`src/rtl/ea_pkg.sv`:
```
// Shared types for the effective address generator.
// Assumes a 4-bit mode field decoded upstream; codes above 11 mean "no address".
package ea_pkg;
    typedef enum logic [3:0] {
        AM_NONE = 4'd0,
        AM_IMM  = 4'd1,
        AM_ZPG  = 4'd2,
        AM_ZPX  = 4'd3,
        AM_ZPY  = 4'd4,
        AM_ABS  = 4'd5,
        AM_ABX  = 4'd6,
        AM_ABY  = 4'd7,
        AM_IZX  = 4'd8,
        AM_IZY  = 4'd9,
        AM_REL  = 4'd10,
        AM_IND  = 4'd11
    } mode_t;

    localparam logic [3:0] MODE_LAST = 4'd11;

    typedef enum logic [1:0] {
        ST_IDLE,
        ST_PTR_LO,
        ST_PTR_HI,
        ST_FIN
    } seq_t;
endpackage

```
`src/rtl/ea_index_add.sv`:
```
// Adds an unsigned index to a base address with wrap at the address width
// and reports whether the page (bits above the index width) changed.
// Assumes IW < W.
module ea_index_add #(
    parameter int W  = 16,
    parameter int IW = 8
) (
    input  logic [W-1:0]  base,
    input  logic [IW-1:0] idx,
    output logic [W-1:0]  sum,
    output logic          crossed
);
    // Purpose: wrapped sum and page-change detection.
    always_comb begin
        sum     = base + W'(idx);
        crossed = (sum[W-1:IW] != base[W-1:IW]);
    end
endmodule

```
`src/rtl/ea_fetch_seq.sv`:
```
// Sequencer for one request: idle, optional two pointer reads, final cycle.
// Assumes the read port returns data one cycle after the strobe.
module ea_fetch_seq
    import ea_pkg::*;
(
    input  logic clk,
    input  logic rst_n,
    input  logic start,
    input  logic need_ptr,
    output logic busy,
    output logic rd_en,
    output logic rd_second,
    output logic cap_lo,
    output logic fin
);
    seq_t state;

    // Purpose: advance through the request phases.
    always_ff @(posedge clk) begin
        if (!rst_n) begin
            state <= ST_IDLE;
        end else begin
            unique case (state)
                ST_IDLE:   if (start) state <= need_ptr ? ST_PTR_LO : ST_FIN;
                ST_PTR_LO: state <= ST_PTR_HI;
                ST_PTR_HI: state <= ST_FIN;
                ST_FIN:    state <= ST_IDLE;
            endcase
        end
    end

    // Purpose: decode phase strobes for the datapath.
    always_comb begin
        busy      = (state != ST_IDLE);
        rd_en     = (state == ST_PTR_LO) || (state == ST_PTR_HI);
        rd_second = (state == ST_PTR_HI);
        cap_lo    = (state == ST_PTR_HI);
        fin       = (state == ST_FIN);
    end


    seq_order_chk: assert property (@(posedge clk) disable iff (!rst_n)
        (state == ST_PTR_LO) |=> (state == ST_PTR_HI));


    seq_hold_chk: assert property (@(posedge clk) disable iff (!rst_n)
        (state == ST_PTR_HI) |=> (state == ST_FIN));
endmodule

```
`src/rtl/eff_addr_unit.sv`:
```
// Effective address generator. Captures a request while idle, fetches a
// two-byte pointer for the pointer-based modes, then registers the address,
// page-cross flag and no-address flag with a one-cycle done pulse.
// Assumes DW-bit data and a 2*DW-bit address space.
module eff_addr_unit
    import ea_pkg::*;
#(
    parameter int DW = 8
) (
    input  logic              clk,
    input  logic              rst_n,
    input  logic              req_valid,
    input  logic [3:0]        req_mode,
    input  logic [DW-1:0]     opnd_lo,
    input  logic [DW-1:0]     opnd_hi,
    input  logic [2*DW-1:0]   pc_in,
    input  logic [DW-1:0]     x_in,
    input  logic [DW-1:0]     y_in,
    output logic              busy,
    output logic              rd_en,
    output logic [2*DW-1:0]   rd_addr,
    input  logic [DW-1:0]     rd_data,
    output logic              done,
    output logic [2*DW-1:0]   ea,
    output logic              page_cross,
    output logic              no_addr
);
    localparam int AW = 2 * DW;
    localparam logic [DW-1:0] ZPAGE = '0;

    mode_t         mode_in, mode_q;
    logic          accept, need_ptr_in, use_x_in;
    logic [DW-1:0] idx_in, zp_sum, lo_q, hi_q, idx_q, plo_q;
    logic [AW-1:0] pc_q, ptr_a_in, ptr_b_in, ptr_a_q, ptr_b_q;
    logic          rd_second, cap_lo, fin;
    logic [AW-1:0] ptr_word, add_base, add_sum;
    logic          add_cross;
    logic [AW-1:0] res_ea;
    logic          res_pc, res_na;

    // Purpose: classify the incoming request and form pointer addresses.
    always_comb begin
        mode_in     = (req_mode > MODE_LAST) ? AM_NONE : mode_t'(req_mode);
        accept      = req_valid && !busy;
        need_ptr_in = (mode_in == AM_IZX) || (mode_in == AM_IZY) || (mode_in == AM_IND);
        use_x_in    = (mode_in == AM_ZPX) || (mode_in == AM_ABX) || (mode_in == AM_IZX);
        idx_in      = use_x_in ? x_in : y_in;
        zp_sum      = opnd_lo + x_in;
        unique case (mode_in)
            AM_IZX: begin
                ptr_a_in = {ZPAGE, zp_sum};
                ptr_b_in = {ZPAGE, DW'(zp_sum + 1'b1)};
            end
            AM_IZY: begin
                ptr_a_in = {ZPAGE, opnd_lo};
                ptr_b_in = {ZPAGE, DW'(opnd_lo + 1'b1)};
            end
            default: begin
                ptr_a_in = {opnd_hi, opnd_lo};
                ptr_b_in = {opnd_hi, DW'(opnd_lo + 1'b1)};
            end
        endcase
    end

    // Purpose: hold the accepted request for the whole operation.
    always_ff @(posedge clk) begin
        if (!rst_n) begin
            mode_q  <= AM_NONE;
            lo_q    <= '0;
            hi_q    <= '0;
            idx_q   <= '0;
            pc_q    <= '0;
            ptr_a_q <= '0;
            ptr_b_q <= '0;
        end else if (accept) begin
            mode_q  <= mode_in;
            lo_q    <= opnd_lo;
            hi_q    <= opnd_hi;
            idx_q   <= idx_in;
            pc_q    <= pc_in;
            ptr_a_q <= ptr_a_in;
            ptr_b_q <= ptr_b_in;
        end
    end

    ea_fetch_seq u_seq (
        .clk       (clk),
        .rst_n     (rst_n),
        .start     (accept),
        .need_ptr  (need_ptr_in),
        .busy      (busy),
        .rd_en     (rd_en),
        .rd_second (rd_second),
        .cap_lo    (cap_lo),
        .fin       (fin)
    );

    // Purpose: steer the read port to the first or second pointer byte.
    assign rd_addr = rd_second ? ptr_b_q : ptr_a_q;

    // Purpose: keep the low pointer byte returned by the first read.
    always_ff @(posedge clk) begin
        if (!rst_n)      plo_q <= '0;
        else if (cap_lo) plo_q <= rd_data;
    end

    assign ptr_word = {rd_data, plo_q};
    assign add_base = (mode_q == AM_IZY) ? ptr_word : {hi_q, lo_q};

    ea_index_add #(.W(AW), .IW(DW)) u_add (
        .base    (add_base),
        .idx     (idx_q),
        .sum     (add_sum),
        .crossed (add_cross)
    );

    // Purpose: select the result for the captured mode.
    always_comb begin
        res_ea = '0;
        res_pc = 1'b0;
        res_na = 1'b0;
        unique case (mode_q)
            AM_IMM:                 res_ea = pc_q + 1'b1;
            AM_ZPG:                 res_ea = {ZPAGE, lo_q};
            AM_ZPX, AM_ZPY:         res_ea = {ZPAGE, DW'(lo_q + idx_q)};
            AM_ABS:                 res_ea = {hi_q, lo_q};
            AM_ABX, AM_ABY, AM_IZY: begin
                res_ea = add_sum;
                res_pc = add_cross;
            end
            AM_IZX, AM_IND:         res_ea = ptr_word;
            AM_REL:                 res_ea = {{DW{lo_q[DW-1]}}, lo_q};
            default:                res_na = 1'b1;
        endcase
    end

    // Purpose: register the result and pulse done once per request.
    always_ff @(posedge clk) begin
        if (!rst_n) begin
            done       <= 1'b0;
            ea         <= '0;
            page_cross <= 1'b0;
            no_addr    <= 1'b0;
        end else begin
            done <= fin;
            if (fin) begin
                ea         <= res_ea;
                page_cross <= res_pc;
                no_addr    <= res_na;
            end
        end
    end


    done_pulse_chk: assert property (@(posedge clk) disable iff (!rst_n)
        done |=> !done);


    result_hold_chk: assert property (@(posedge clk) disable iff (!rst_n)
        !done |-> ($stable(ea) && $stable(page_cross) && $stable(no_addr)));


    zp_page_chk: assert property (@(posedge clk) disable iff (!rst_n)
        (done && (mode_q == AM_ZPG || mode_q == AM_ZPX || mode_q == AM_ZPY))
            |-> (ea[AW-1:DW] == ZPAGE));


    zp_ptr_chk: assert property (@(posedge clk) disable iff (!rst_n)
        (rd_en && (mode_q == AM_IZX || mode_q == AM_IZY)) |-> (rd_addr[AW-1:DW] == ZPAGE));


    ind_page_chk: assert property (@(posedge clk) disable iff (!rst_n)
        (rd_en && rd_second && mode_q == AM_IND)
            |-> (rd_addr[AW-1:DW] == $past(rd_addr[AW-1:DW])));


    cross_mode_chk: assert property (@(posedge clk) disable iff (!rst_n)
        (done && page_cross) |-> (mode_q == AM_ABX || mode_q == AM_ABY || mode_q == AM_IZY));


    read_mode_chk: assert property (@(posedge clk) disable iff (!rst_n)
        rd_en |-> (mode_q == AM_IZX || mode_q == AM_IZY || mode_q == AM_IND));
endmodule

```
`config.mk`:
```
export PLATFORM = sky130hd
export DESIGN_NAME = eff_addr_unit
export DESIGN_NICKNAME = d
export VERILOG_FILES = /design/src/rtl/ea_pkg.sv /design/src/rtl/ea_index_add.sv /design/src/rtl/ea_fetch_seq.sv /design/src/rtl/eff_addr_unit.sv
export SDC_FILE = /design/constraint.sdc
export NUM_CORES = 1
export LEC_CHECK = 0
export ABC_AREA = 0
export BUFFER_PORTS_ARGS = -buffer_cell sky130_fd_sc_hd__clkbuf_2
export CORE_ASPECT_RATIO = 1.4
export CORE_MARGIN = 3
export CORE_UTILIZATION = 62
export CTS_CLUSTER_DIAMETER = 100
export CTS_CLUSTER_SIZE = 10
export DETAILED_ROUTE_END_ITERATION = 6
export PLACE_DENSITY = 0.85
export SETUP_SLACK_MARGIN = 0.4
export SLEW_MARGIN = 20
export SYNTH_ARGS = -nofsm -noshare
export SYNTH_HDL_FRONTEND = slang
export SYNTH_HIERARCHICAL = 1
export SYNTH_SLANG_ARGS = --single-unit
```
`constraint.sdc`:
```
create_clock -name clk -period 5.6 [get_ports clk]
set_clock_uncertainty 0.15 [all_clocks]
set_input_delay 0.28 -clock clk [delete_from_list [all_inputs] [get_ports clk]]
set_output_delay 0.28 -clock clk [all_outputs]
set_load 0.005 [all_outputs]
```
==> results of run 1 <==
-- kinds of logic after synthesis --
| logic type | after synthesis | share of synthesized area [%] |
|---|---|---|
| buffers and inverters | 68 | 4.37 |
| DFF | 97 | 30.4 |
| and+or+nand+nor | 317 | 23.7 |
| xor gates and xnor gates | 40 | 5.48 |
| adders and majority gates | 36 | 7.40 |
| AOI/OAI and AO/OA | 213 | 21.4 |
| muxes | 43 | 7.22 |
-- area by class of cell --
| cell class | instances | share of cell area (%) |
|---|---|---|
| inverters | 13 | 0.670 |
| multi-input cells | 649 | 57.5 |
| repair buffers | 116 | 8.87 |
| well taps | 135 | 2.32 |
| clock inverters | 6 | 0.859 |
| flip-flops and latches | 97 | 26.7 |
| clock buffers | 10 | 3.14 |
-- report_power, final --
| part | internal [mW] | switching (mW) |
|---|---|---|
| Sequential | 0.806 | 0.121 |
| Clock | 0.313 | 0.294 |
| Combinational | 0.386 | 0.577 |
-- metrics by stage --
step / setup WS (ns) / utilization (%) / power [mW]
6_report: 1.68 / 72.8 / 2.50
2_1_floorplan: 2.27 / - / 1.59
5_1_grt: 1.47 / 72.8 / 2.63
3_3_place_gp: 1.80 / 68.9 / 1.84
4_1_cts: 1.73 / 72.8 / 2.49
3_5_place_dp: 1.74 / 68.9 / 1.87
-- state kept, by name, indices dropped and copies added (netlist names), 4 cells and up --
name     count
ea          16
hi_q         8
idx_q        8
lo_q         8
mode_q       4
pc_q        16
plo_q        8
ptr_a_q     16
ptr_b_q      8
-- worst max-delay path, delay by kind of cell, from the launching register on --
kind | cells | cell delay, ns
AOI/OAI and AO/OA | 6 | 1.34
muxes | 1 | 0.36
buffers and inverters | 1 | 0.29
DFF | 1 | 0.60
and+or+nand+nor | 2 | 0.39
adders and majority gates | 2 | 0.66
-- Yosys cell counts, types with 4 or more instances --
cell,instances,area share [%]
nand2_1,133,7.8
dfxtp_1,97,30
a21oi_1,86,6.7
nor2_1,59,3.5
clkbuf_1,38,2.2
ha_1,33,6.5
nand3_1,27,2.1
mux2_2,24,4.2
xnor2_1,20,2.7
xor2_1,20,2.7
a211oi_1,19,2.2
nor2b_1,19,1.9
o21ai_1,19,1.5
mux2i_1,18,2.8
o21ai_0,14,1.1
nor3_1,13,1.0
inv_1,12,0.70
nand2b_1,12,1.2
a22oi_1,9,1.1
a221o_1,8,1.3
a221oi_1,8,1.1
nand3b_1,8,0.94
and3_1,7,0.69
buf_1,7,0.41
buf_2,7,0.55
a311oi_1,6,0.82
nand4_1,6,0.59
o211ai_1,6,0.70
o21a_1,6,0.70
nor3b_1,5,0.59
a21o_1,4,0.47
and4_1,4,0.55
o22ai_1,4,0.39
or3_1,4,0.39
-- what timing repair did --
action	in CTS	in global routing
endpoints found under the hold margin	9	0
setup buffers	0	0
hold buffers	9	0
-- worst max-delay path by stage --
stage / slack [ns] / from / cells after the start / to
floorplan: 2.27 / mode_q[0] / 13 / ea[10]
global placement: 1.80 / mode_q[3] / 12 / ea[10]
detailed placement: 1.74 / mode_q[3] / 12 / ea[10]
CTS: 1.73 / mode_q[3] / 12 / ea[10]
global route: 1.47 / mode_q[3] / 12 / ea[10]
finish: 1.68 / mode_q[3] / 12 / ea[10]
-- metal layers --
metal / track usage [%] / vias to the layer above
li1: - / 3055
met1: 35.5 / 3058
met2: 64.4 / 332
met3: 6.39 / 113
met4: 24.2 / 0
met5: 0 / -
==> summary.txt, run 1 <==
Logic synthesis
  • Commonest register cell after synthesis: dfxtp_1
  • Yosys warnings: 6
  • Netlist cell types: 68
  • Mapped Avg Cell Area: 7.85 um^2
  • Syn nets: 913
  • Register area share after synthesis: 30.4%
  • Post-synth EDFFs: 0
  • Synth Instances: 814
  • Async set-or-reset flop fraction in the synthesized netlist: 0%
  • Number of synthesized register bits: 97
  • Synthesized area: 6390 um^2

Routing
  • Highest routing layer actually used: met4
  • Vias after detailed routing: 6,558
  • Final routed wire length divided by cell count: 19.7 um
  • Post-DR vias/cell: 6.39
  • Number of remaining DRC errors: 0
  • Met3 Routed Length: 1170 um
  • Post-route met1 wirelength: 7130 um
  • Detailed router's first-iteration violation count: 477
  • Length of the first detailed-routing pass in iterations: 6
  • Total wire length after detailed routing: 20,200 um
  • Length of routed met2 wiring: 10,300 um
  • Count of antenna-violating nets left after detailed routing: 0

Timing
  • Hold Vio Cnt, Final: 0
  • Setup tns final: 0 ns
  • Setup repair after global routing missed its margin: false
  • Number of slew-limit violations in the final report: 0
  • Actual slew at the worst max-slew pin: 1.12 ns
  • Worst Hold Slack: 0.00393 ns
  • Number of endpoints failing setup at the final stage: 0
  • Tightest slew margin relative to the limit: 25.2%
  • Post-route minimum period: 3.92 ns
  • Achievable Freq: 0.255 GHz
  • Final critical-path share of the clock period: 70.1%

Finish
  • Most common library cell in the layout ignoring fill and taps: nand2_1
  • Final non-filler cell total: 1,026
  • Total non-filler cell area in the finished layout: 7280 um^2
  • Ratio of cells with drive above 1 in the final layout: 18.1%
  • Nets: 985
  • FF+latch area: 1940 um^2
  • Number of antenna cells inserted: 0
  • Number of fill cells in the layout: 796
  • Area taken by multi-input logic gates: 4180 um^2
  • Commonest cells after routing, fill and taps aside: nand2_1 (133), clkbuf_2 (99), dfxtp_1 (97), a21oi_1 (86), nor2_1 (59)
  • Growth of design area from synthesis to finish: 13.9%

Global routing
  • Overall overflow remaining after global route: 0
  • Total track usage: 35.2%
  • Antenna violations before repair: 0
  • First-pass GRT wire length: 32,300 um
  • Largest net degree at the start of global routing: 82
  • Via count of the first global-routing pass: 6,504

Min path
  • Kind of path behind the tightest hold check: in -> reg
  • Hold wc startpoint: pc_in[5]
  • Worst hold path endpoint: pc_q[5]
  • Hold Path Depth: 3

Die
  • Die outline area: 11,600 um^2
  • Die span in y: 126 um
  • Starting density of the core: 63.9%
  • Horizontal die dimension: 91.8 um
  • Total core area: 10,000 um^2
  • Top-Level Pins: 100
  • Row Count: 43

Setup path
  • Crit-path cells: nor4bb_2, buf_4, mux2_2, ha_1, fa_1, a21o_2, a31oi_2, o21a_2, o21ai_0, a221o_1, a21oi_1, nor2_1
  • Largest fanout of any net on the critical path: 18
  • Endpoint of the lowest-slack register-to-register path: ea[10]
  • Setup slack on the worst flop-to-flop path: 1.68 ns
  • Crit path kind: reg -> reg
  • Arr. time, crit path: 3.98 ns
  • Critical path's slowest cell: dfxtp_1
  • Number of cells on the worst reg-to-reg path: 12
  • Crit path largest cell delay: 0.60 ns
  • Start of the worst register-to-register path: mode_q[3]
  • CP startpoint kind: register
  • Type of element capturing the critical path: register
  • Worst endpoint required time: 5.66 ns

Placement
  • Count of buffers from port buffering: 99
  • Placed standard-cell area: 6900 um^2
  • Inst Count DP: 1,001
  • Placed wire-length estimate after detailed placement: 14,900 um
  • Weighted congestion at the end of routability-driven global placement: 0.985

Clocking
  • Clock Sink Count: 97
  • # H-tree levels: 3
  • CTS Root Buffer Type: clkbuf_16
  • Clock transition time at the flip-flop clock pins of the worst setup and hold paths: 0.08 ns
  • CTS tree: built
  • Count of instances resized after the clock tree is built: 0
  • Buffer depth of the longest clock path: 2
  • Clock insertion delay at the later pin of the skew report: 0.35 ns
  • Total clock buffers created by CTS: 9

Pwr
  • Leak Pwr: 3.03 nW
  • Power per unit of standard cell area: 343 nW/um^2
  • Maximum ir drop on the vdd rail: 0.248 mV

Job
  • Max-cap check violation count: 0

Outcome
  • Status: finished, final reports clean
Power figures use the tool's default switching activity.
==> run 2, diff against run 1 <==
- CORE_UTILIZATION: 62 -> 58
- PLACE_DENSITY: 0.85 -> 0.8
- clock period: 5.6 -> 4 ns (I/O delays scaled with it)
==> run 2 against run 1 <==
  * Cell area rose by 4.3%
  * Count of clock-buffer cells in the layout fell by 1
  * Cell count rose by 3.0%
  * Critical path depth rose by 2
  * Sequential share of layout area fell by 1.1 points
  * Non-clock buffer count rose by 28
  * Register-to-register slack got worse by 1.1 ns
  * Worst hold slack improved by 0.016 ns
  * Total power rose by 44%
  * Global-route usage fell by 1.7 points
  * Utilization fell by 0.92 points
  * Critical path type unchanged
==> summary.txt, run 2 (synthesized netlist as in run 1, its figures left out) <==
Routing
  • Final routed wire length divided by cell count: 19.2 um (-2.2%)
  • Vias after detailed routing: 6,493 (-0.99%)
  • Length of the first detailed-routing pass in iterations: 7 (+1)
  • Count of antenna-violating nets left after detailed routing: 0 (unchanged)
  • Post-DR vias/cell: 6.14 (-3.9%)
  • Detailed router's first-iteration violation count: 464 (-2.7%)
  • Number of remaining DRC errors: 0 (unchanged)
  • Total wire length after detailed routing: 20,300 um (+0.74%)

Finish
  • FF+latch area: 1940 um^2 (about the same)
  • Nets: 1,013 (+2.8%)
  • Ratio of cells with drive above 1 in the final layout: 18.8% (+0.78 points)
  • Leading registers by flop count: ea (16), pc_q (16), ptr_a_q (16)
  • Growth of design area from synthesis to finish: 18.8%
  • Most common library cell in the layout ignoring fill and taps: nand2_1
  • Commonest cells after routing, fill and taps aside: nand2_1 (133), clkbuf_2 (99), dfxtp_1 (96), a21oi_1 (86), nor2_1 (59)
  • Number of fill cells in the layout: 882 (+11%)
  • Area taken by multi-input logic gates: 4210 um^2 (+0.54%)

Setup path
  • Crit path kind: reg -> reg
  • Worst endpoint required time: 4.09 ns (-1.57 ns)
  • Most used cell along the critical path: buf_4
  • Crit path largest cell delay: 0.40 ns (-0.20 ns)
  • Type of element capturing the critical path: register
  • Number of cells on the worst reg-to-reg path: 14 (+2)
  • Buffers and inverters on the worst path: 3 (+2)
  • Largest fanout of any net on the critical path: 15 (-3)
  • Crit-path cells: nor4bb_2, buf_4, buf_4, buf_4, mux2_2, ha_1, nand3_1, a211oi_1, o211ai_1, xnor2_1, a22oi_1, nor2_1, a211oi_1, nor2_1
  • CP startpoint kind: register
  • Total number of cells along the worst setup path: 14 (+2)
  • Delay-heaviest family, CP: compound AO/OA/AOI/OAI gates
  • Critical path's slowest cell: ha_1
  • Arr. time, crit path: 3.56 ns (-0.42 ns)
  • Setup slack on the worst flop-to-flop path: 0.53 ns (-1.15 ns)

Global routing
  • Largest net degree at the start of global routing: 57 (-30%)
  • Via count of the first global-routing pass: 6,266 (-3.7%)
  • Antenna violations before repair: 1 (+1)
  • Overall overflow remaining after global route: 0 (unchanged)
  • First-pass GRT wire length: 31,800 um (-1.6%)
  • Total track usage: 33.5% (-1.7 points)

Clocking
  • CTS tree: built
  • Clock transition time at the flip-flop clock pins of the worst setup and hold paths: 0.07 ns (about the same)
  • CTS Root Buffer Type: clkbuf_16
  • Total clock buffers created by CTS: 9 (unchanged)
  • Clock insertion delay at the later pin of the skew report: 0.35 ns (about the same)
  • Buffer depth of the longest clock path: 2 (unchanged)
  • Clock Sink Count: 97 (unchanged)
  • # H-tree levels: 3 (unchanged)

Timing
  • Achievable Freq: 0.288 GHz (+13%)
  • Actual slew at the worst max-slew pin: 1.11 ns (-0.0120 ns)
  • Setup tns final: 0 ns (unchanged)
  • Post-route minimum period: 3.47 ns (-0.454 ns)
  • Tightest slew margin relative to the limit: 26.0% (+0.80 points)
  • Final critical-path share of the clock period: 86.7% (+17 points)
  • Number of slew-limit violations in the final report: 0 (unchanged)
  • Hold Vio Cnt, Final: 0 (unchanged)
  • Worst Setup Slack, final: 0.530 ns (-1.15 ns)
  • Setup repair after global routing missed its margin: true
  • Number of endpoints failing setup at the final stage: 0 (unchanged)

Die
  • Starting density of the core: 60.5% (-3.4 points)
  • Row Count: 44 (+2.3%)
  • Die span in y: 130 um (+3.2%)
  • Horizontal die dimension: 94.7 um (+3.2%)
  • Top-Level Pins: 100 (unchanged)
  • Total core area: 10,600 um^2 (+5.6%)
  • Die outline area: 12,300 um^2 (+6.5%)

Placement
  • Count of buffers from port buffering: 99 (unchanged)
  • Setup slack at placement: 0.376 ns (-1.36 ns)
  • Placed wire-length estimate after detailed placement: 14,800 um (-0.69%)
  • Weighted congestion at the end of routability-driven global placement: 0.993 (+0.84%)

Job
  • Max-cap check violation count: 0 (unchanged)

Pwr
  • Maximum ir drop on the vdd rail: 0.252 mV (+1.7%)
  • Power per unit of standard cell area: 474 nW/um^2 (+38%)
  • Leak Pwr: 3.19 nW (+5.0%)

Min path
  • Kind of path behind the tightest hold check: in -> reg
  • Hold Path Depth: 3 (unchanged)

Outcome
  • Status: finished, final reports clean
## run 2: changes by cell type in the layout (fill, tap and decap cells not counted), moves of 2 or more
cell	change
dlygate4sd3_1	+19
clkinvlp_4	-2
bufinv_16	+2
clkinv_4	+2
buf_4	+9
inv_8	-2
## run 2: power breakdown
group | leakage, nW | total (mW) | internal, mW | switching, mW
clock | 0.156 | 0.926 | 0.548 | 0.379
combinational | 2.24 | 1.38 | 0.561 | 0.822
sequential | 0.793 | 1.29 | 1.13 | 0.160
total | 3.19 | 3.60 | 2.24 | 1.36
## run 2: through the flow
step	cell area (um^2)	hold WS, ns	instances	power, mW	utilization (%)
finish	7590	0.0197	1057	3.60	71.8
global route	7590	0.0232	1057	3.80	71.8
CTS	7530	0.00392	1051	3.57	71.2
detailed placement	6930	0.278	1008	2.62	65.6
global placement	6930	0.272	1008	2.58	65.6
floorplan	6390	0.181	814	2.23	-
## run 2: area by class of cell
type / instances / share of cell area, %
Multi-Input combinational cell: 649 / 55.4
Antenna cell: 1 / 0.0330
Sequential cell: 97 / 25.6
Timing Repair Buffer: 144 / 11.9
Clock buffer: 9 / 2.97
Inverter: 13 / 0.643
Clock inverter: 6 / 1.20
Tap cell: 138 / 2.27
## run 2: layer usage
layer	vias to the layer above	part of all wire, %	GRT usage, %	wire, um
met5	-	0	0	0
met4	0	6.7	23.2	1370
met3	89	5.7	5.48	1170
met2	288	51	58.9	10300
met1	3006	37	36.3	7450
li1	3110	-	-	-
## run 2: timing repair
action | CTS | global route
hold buffers | 28 | 0
hold endpoints to repair | 36 | 0
endpoints found under the setup margin | 2 | 5
resized for setup | 1 | 5
buffers inserted | 0 | 5
## run 2: final timing paths
| kind | startpoint | to |
|---|---|---|
| min reg2reg | ptr_a_q[2] | ptr_a_q[2] |
| max | mode_q[1] | ea[13] |
| max reg2reg | mode_q[1] | ea[13] |
| min | rd_data[0] | plo_q[0] |
## run 2: tightest hold or removal path, cell delays in order
cell	delay, ns
clkbuf_2	0.11
mux2i_1	0.07
nor2_1	0.09
